File: config.mk
export PLATFORM = sky130hd
export DESIGN_NAME = can_err_irq_unit
export DESIGN_NICKNAME = d
export VERILOG_FILES = /design/src/rtl/can_eiu_pkg.sv /design/src/rtl/eiu_bus_edge.sv /design/src/rtl/eiu_flag_cell.sv /design/src/rtl/can_err_irq_unit.sv
export SDC_FILE = /design/constraint.sdc
export NUM_CORES = 1
export LEC_CHECK = 0
export BUFFER_PORTS_ARGS = -buffer_cell sky130_fd_sc_hd__buf_2
export CAP_MARGIN = 5
export CORE_MARGIN = 4
export CORE_UTILIZATION = 46
export CTS_BUF_LIST = sky130_fd_sc_hd__clkbuf_8
export CTS_CLUSTER_DIAMETER = 40
export DETAILED_ROUTE_END_ITERATION = 10
export PLACE_DENSITY = 0.94
export SLEW_MARGIN = 30
export SYNTH_ARGS = -nofsm -noshare
export SYNTH_HDL_FRONTEND = slang
export SYNTH_SLANG_ARGS = --single-unit
File: constraint.sdc
create_clock -name clk -period 2.4 [get_ports clk]
set_input_delay 0.48 -clock clk [delete_from_list [all_inputs] [get_ports clk]]
set_output_delay 0.48 -clock clk [all_outputs]
set_load 0.02 [all_outputs]
File: src/rtl/can_eiu_pkg.sv
package can_eiu_pkg;
  localparam int FLAG_N   = 3;
  localparam int IDX_BOFF = 0;
  localparam int IDX_ERR  = 1;
  localparam int IDX_WAKE = 2;
  localparam int STAT_W   = 8;

  typedef enum logic [1:0] {
    BE_NONE     = 2'b00,
    BE_DOM_LOST = 2'b01,
    BE_REC_LOST = 2'b10,
    BE_UNUSED   = 2'b11
  } biterr_e;

  function automatic logic in_bus_off(input logic [1:0] fs);
    return fs[1];
  endfunction

  function automatic logic biterr_event(input logic [1:0] code);
    return (code == BE_DOM_LOST) || (code == BE_REC_LOST);
  endfunction

  function automatic logic [STAT_W-1:0] pack_status(input logic [FLAG_N-1:0] flags,
                                                    input logic [1:0] fs,
                                                    input logic [1:0] be);
    return {be, fs, 1'b0, flags};
  endfunction
endpackage

File: src/rtl/eiu_bus_edge.sv
module eiu_bus_edge #(
  parameter int STAGES = 2
) (
  input  logic clk,
  input  logic rst_n,
  input  logic bus_i,
  output logic fall_o
);
  logic [STAGES-1:0] sync_q;
  logic              prev_q;

  generate
    if (STAGES == 1) begin : g_one
      always_ff @(posedge clk) begin
        if (!rst_n) sync_q <= '1;
        else        sync_q <= bus_i;
      end
    end else begin : g_chain
      always_ff @(posedge clk) begin
        if (!rst_n) sync_q <= '1;
        else        sync_q <= {sync_q[STAGES-2:0], bus_i};
      end
    end
  endgenerate

  always_ff @(posedge clk) begin
    if (!rst_n) prev_q <= 1'b1;
    else        prev_q <= sync_q[STAGES-1];
  end

  assign fall_o = prev_q & ~sync_q[STAGES-1];

  AST_FALL_SINGLE: assert property (@(posedge clk) disable iff (!rst_n)
    fall_o |=> !fall_o);
endmodule

File: src/rtl/eiu_flag_cell.sv
module eiu_flag_cell (
  input  logic clk,
  input  logic rst_n,
  input  logic set_i,
  input  logic rd_arm_i,
  input  logic wr_i,
  input  logic wr_zero_i,
  output logic flag_o
);
  logic flag_q;
  logic arm_q;
  logic clr_ok;

  assign clr_ok = wr_i & wr_zero_i & arm_q;

  always_ff @(posedge clk) begin
    if (!rst_n) begin
      flag_q <= 1'b0;
      arm_q  <= 1'b0;
    end else begin
      flag_q <= set_i | (flag_q & ~clr_ok);
      if (wr_i)                   arm_q <= 1'b0;
      else if (rd_arm_i & flag_q) arm_q <= 1'b1;
    end
  end

  assign flag_o = flag_q;

  AST_SET_WINS: assert property (@(posedge clk) disable iff (!rst_n)
    set_i |=> flag_q);
  AST_CLEAR_NEEDS_ARM: assert property (@(posedge clk) disable iff (!rst_n)
    $fell(flag_q) |-> $past(arm_q && wr_i && wr_zero_i));
  AST_WRITE_DISARMS: assert property (@(posedge clk) disable iff (!rst_n)
    wr_i |=> !arm_q);
  AST_RISE_NEEDS_SET: assert property (@(posedge clk) disable iff (!rst_n)
    $rose(flag_q) |-> $past(set_i));
endmodule

File: src/rtl/can_err_irq_unit.sv
module can_err_irq_unit
  import can_eiu_pkg::*;
#(
  parameter int REG_W       = 16,
  parameter int SYNC_STAGES = 2
) (
  input  logic             clk,
  input  logic             rst_n,
  input  logic [1:0]       fault_state_i,
  input  logic [1:0]       txbit_err_i,
  input  logic             rx_err_i,
  input  logic             tx_err_i,
  input  logic             stop_mode_i,
  input  logic             bus_rx_i,
  input  logic             reg_sel_i,
  input  logic             reg_rd_i,
  input  logic             reg_wr_i,
  input  logic [REG_W-1:0] reg_wdata_i,
  output logic [REG_W-1:0] reg_rdata_o,
  output logic             irq_o
);
  logic [1:0]        prev_fs_q;
  logic [1:0]        be_q;
  logic [FLAG_N-1:0] mask_q;
  logic [FLAG_N-1:0] flags;
  logic [FLAG_N-1:0] set_vec;
  logic              irq_q;
  logic              bus_fall;
  logic              boff_entry;
  logic              err_event;
  logic              wake_event;
  logic              stat_rd;
  logic              stat_wr;

  eiu_bus_edge #(.STAGES(SYNC_STAGES)) u_edge (
    .clk   (clk),
    .rst_n (rst_n),
    .bus_i (bus_rx_i),
    .fall_o(bus_fall)
  );

  assign boff_entry = ~in_bus_off(prev_fs_q) & in_bus_off(fault_state_i);
  assign err_event  = rx_err_i | tx_err_i | biterr_event(txbit_err_i);
  assign wake_event = bus_fall & stop_mode_i;
  assign stat_rd    = reg_rd_i & ~reg_sel_i;
  assign stat_wr    = reg_wr_i & ~reg_sel_i;

  always_comb begin
    set_vec           = '0;
    set_vec[IDX_BOFF] = boff_entry;
    set_vec[IDX_ERR]  = err_event;
    set_vec[IDX_WAKE] = wake_event;
  end

  generate
    for (genvar i = 0; i < FLAG_N; i++) begin : g_flag
      eiu_flag_cell u_cell (
        .clk      (clk),
        .rst_n    (rst_n),
        .set_i    (set_vec[i]),
        .rd_arm_i (stat_rd),
        .wr_i     (reg_wr_i),
        .wr_zero_i(stat_wr & ~reg_wdata_i[i]),
        .flag_o   (flags[i])
      );
    end
  endgenerate

  always_ff @(posedge clk) begin
    if (!rst_n) begin
      prev_fs_q <= 2'b00;
      be_q      <= BE_NONE;
      mask_q    <= '0;
      irq_q     <= 1'b0;
    end else begin
      prev_fs_q <= fault_state_i;
      if (biterr_event(txbit_err_i)) be_q <= txbit_err_i;
      if (reg_wr_i && reg_sel_i)     mask_q <= reg_wdata_i[FLAG_N-1:0];
      irq_q <= |(flags & mask_q);
    end
  end

  assign reg_rdata_o = reg_sel_i ? REG_W'(mask_q)
                                 : REG_W'(pack_status(flags, fault_state_i, be_q));
  assign irq_o = irq_q;

  AST_IRQ_NEEDS_MASK: assert property (@(posedge clk) disable iff (!rst_n)
    irq_o |-> $past(mask_q != '0));
  AST_BE_HOLD: assert property (@(posedge clk) disable iff (!rst_n)
    !biterr_event(txbit_err_i) |=> $stable(be_q));
  AST_BOFF_ENTRY: assert property (@(posedge clk) disable iff (!rst_n)
    $rose(flags[IDX_BOFF]) |-> $past(fault_state_i[1]));
  AST_WAKE_IN_STOP: assert property (@(posedge clk) disable iff (!rst_n)
    $rose(flags[IDX_WAKE]) |-> $past(stop_mode_i));
endmodule

==> implementation parameters <==
Parameter                              Value

Placed design
  Port bufs ... 23
  Final GP Congestion ... around 0.73
  DPL Wire Length ... 1060 µm

Yosys
  Cell type with the largest total area after synthesis ... dfxtp_1
  Share of Yosys cell area claimed by the top area cell type ... between 40% and 50%
  Average footprint of a synthesized cell ... ~9 µm²
  Summed instance area of the synthesized netlist ... between 700 and 800 µm²
  Cells after synthesis ... 80
  Post-synthesis sequential area ratio ... between 40 and 50%
  Warnings from Yosys ... 0
  Flip-flop and latch count after synthesis ... 16
  Top post-synthesis cells by area ... dfxtp_1 44%, buf_4 9.3%, nand2b_1 7.8%
  Number of different library cells in the post-synthesis netlist ... 20

Clocking
  Clock Sinks ... 16
  TritonCTS buffer count ... 3
  Worst-path clk slew ... 60 ps
  Clk buf depth ... 2
  Cell at the root of the clock tree ... clkbuf_8
  Worst skew pair latency ... between 200 and 300 ps
  CTS H-tree lvls ... 1
  Cts-stage hold buffer count ... 0
  Total setup buffers inserted after CTS ... 0
  CTS tree ... done
  Number of gates given a new drive strength after cts ... 0

Min path
  Endpoint, Worst Hold ... u_edge.sync_q[0]
  Source of the worst hold timing path ... bus_rx_i
  Type of the tightest min-delay check ... input pin to flip-flop
  Cells on Worst Hold Path ... 2

GRT
  All-Layer GR Usage ... about 14%
  Met3 Resource Use GR ... slightly above 8%
  Met2 GRT Util ... between 20% and 30%
  Vias in the first global route ... around 540
  Maximum number of pins on one net before global-route repair ... 15
  First-pass GRT wire length ... ~2100 µm
  Number of antenna violations at the first check in global routing ... 0
  GR peak layer ... met2
  Overall overflow remaining after global route ... 0
  Global routing met1 resource utilization ... between 10% and 20%

Routing
  DRT antenna net count ... 0
  Number of DRC violations after detailed-routing iteration 0 ... 5
  Via/cell ratio ... ~4.8
  Total DRC errors in the routed layout ... 0
  Count of vias placed by the detailed router ... about 580
  Routed WL per cell ... 11.2 µm
  DRT Wirelength ... around 1300 µm
  Drt pass-1 iters ... 4

Setup path
  Worst reg2reg path endpoint ... be_q[1]
  Highest-delay cell along the critical path ... mux2_1
  Path depth of the worst reg2reg path ... 2
  Kind of capture point of the worst setup path ... primary output
  Crit path cell chain ... buf_2 > mux2_1 > buf_2
  Crit-path max FO ... 13
  Worst reg-to-reg setup slack ... 1530 ps
  Reg-to-Reg Start ... be_q[1]
  Critical path's largest stage delay ... between 300 and 400 ps
  CP Launch Point ... reg_sel_i
  Data arrival, critical path ... between 1000 and 1500 ps
  Required time of the worst setup path ... 1920 ps
  Kind of start point of the critical path ... input pin
  Crit Path Category ... input pin to primary output
  Critical path's most frequent cell ... buf_2

Floorplan
  Effective utilization at floorplan ... slightly below 50%
  Die outline width ... ~48 µm
  Number of top-level design ports ... 46
  Floorplan die height ... about 48 µm
  Std-Cell Core Area ... about 1500 µm²
  Die area ... 2270 µm²
  Site row count ... 14

STA
  Setup repair after global routing missed its margin ... false
  Worst setup skew after layout ... around 0.28 ps
  Setup TNS ... 0 ps
  Endpoints failing hold ... 0
  Final count of negative-setup-slack endpoints ... 0
  Highest Clock Rate ... a little under 600 MHz
  Final worst path period share ... a little under three quarters
  Min Clock Period, post-route ... ~1700 ps
  Number of pins with negative max-slew slack in the final report ... 0

Run
  Max-capacitance violation count ... 0

Cells and area
  Fraction of final layout cells sized beyond drive strength 1 ... 27.9%
  Number of antenna diodes ... 0
  Layout Utilization ... approximately 58%
  Post-layout net count ... 134
  Layout area overhead ... 19.7%

Power and ir drop
  Pwr per Cell Area ... ~690 nW/µm²
  Leakage power figure ... 0.396 nW
  Worst VDD drop ... around 0.60 mV

Run status
  Outcome ... complete, no violations
cells in the final DEF (no fill, tap or decap), drive strengths merged:
cell type / n
a21boi: 6
a21oi: 3
a222oi: 1
and2: 3
buf: 23
clkbuf: 4
conb: 9
dfxtp: 16
inv: 1
maj3: 1
mux2: 3
nand2: 5
nand2b: 9
nand3: 3
nand3b: 1
nor2: 4
nor2b: 6
nor3: 1
o21ai: 4
xor2: 1
worst max-delay path by stage:
stage | to | slack [ps]
6_report | reg_rdata_o[0] | 700
3_3_place_gp | reg_rdata_o[2] | 690
4_1_cts | reg_rdata_o[1] | 700
5_1_grt | reg_rdata_o[2] | 660
2_1_floorplan | reg_rdata_o[0] | 850
3_5_place_dp | reg_rdata_o[1] | 700
per-layer routing:
layer	vias up	wire length, µm
met5	-	0
met4	0	18
met3	4	153
met2	24	622
met1	258	550
li1	292	-
through the flow:
stage          worst slack [ps]  power [mW]  std cells  hold WS [ps]  area [µm²]
2_1_floorplan               852       0.352         88           386         753
3_5_place_dp                700       0.370        116           416         811
4_1_cts                     698       0.606        120           405         866
6_report                    698       0.597        120           408         866
5_1_grt                     658       0.630        120           421         866
3_3_place_gp                694       0.367        116           398         811
worst max-delay path: cells and delay by family:
| kind | cells | cell delay (ps) |
|---|---|---|
| muxes | 1 | 350 |
| buffers and inverters | 2 | 400 |
area by class of cell:
cell class	instances	area, µm²
fillers	143	623
multi-input cells	60	352
flip-flops and latches	16	320
repair buffers	23	115
clock buffers	4	55.1
well taps	16	20.0
inverters	1	3.75
cells in the mapped netlist:
cell type and n:
dfxtp_1 16, a222oi_1 1, xor2_1 1, inv_2 1, nor3_1 1, a21oi_1 3
nand3b_1 1, buf_4 9, nand3_1 3, maj3_2 1, mux2_1 3, nand2_1 5
nand2b_1 9, o21ai_1 4, buf_2 2, conb_1 1, and2_1 3, a21boi_1 6
nor2_1 4, nor2b_1 6
logic make-up after synthesis:
family	after synthesis	share of synthesized area (%)
AND/OR/NAND/NOR	32	24.0
AO/OA/AOI/OAI	14	12.5
XOR/XNOR	1	1.21
flip-flops	16	44.3
adder cells (fa/ha/maj)	1	1.56
other	1	0.519
buffers and inverters	12	11.2
multiplexers	3	4.67
report_power, final:
part / switching (mW) / internal [mW] / leakage, nW
sequential: 0.00678 / 0.277 / 0.131
combinational: 0.0475 / 0.0318 / 0.235
clock: 0.0882 / 0.145 / 0.0288
flip-flops by register name (all words and copies together), names as in the netlist:
register,flops
g_flag.u_cell.arm_q,3
g_flag.u_cell.flag_o,3
mask_q,3
be_q,2
u_edge.sync_q,2
irq_o,1
prev_fs_q,1
u_edge.prev_q,1
(Power assumes the default switching activity.)
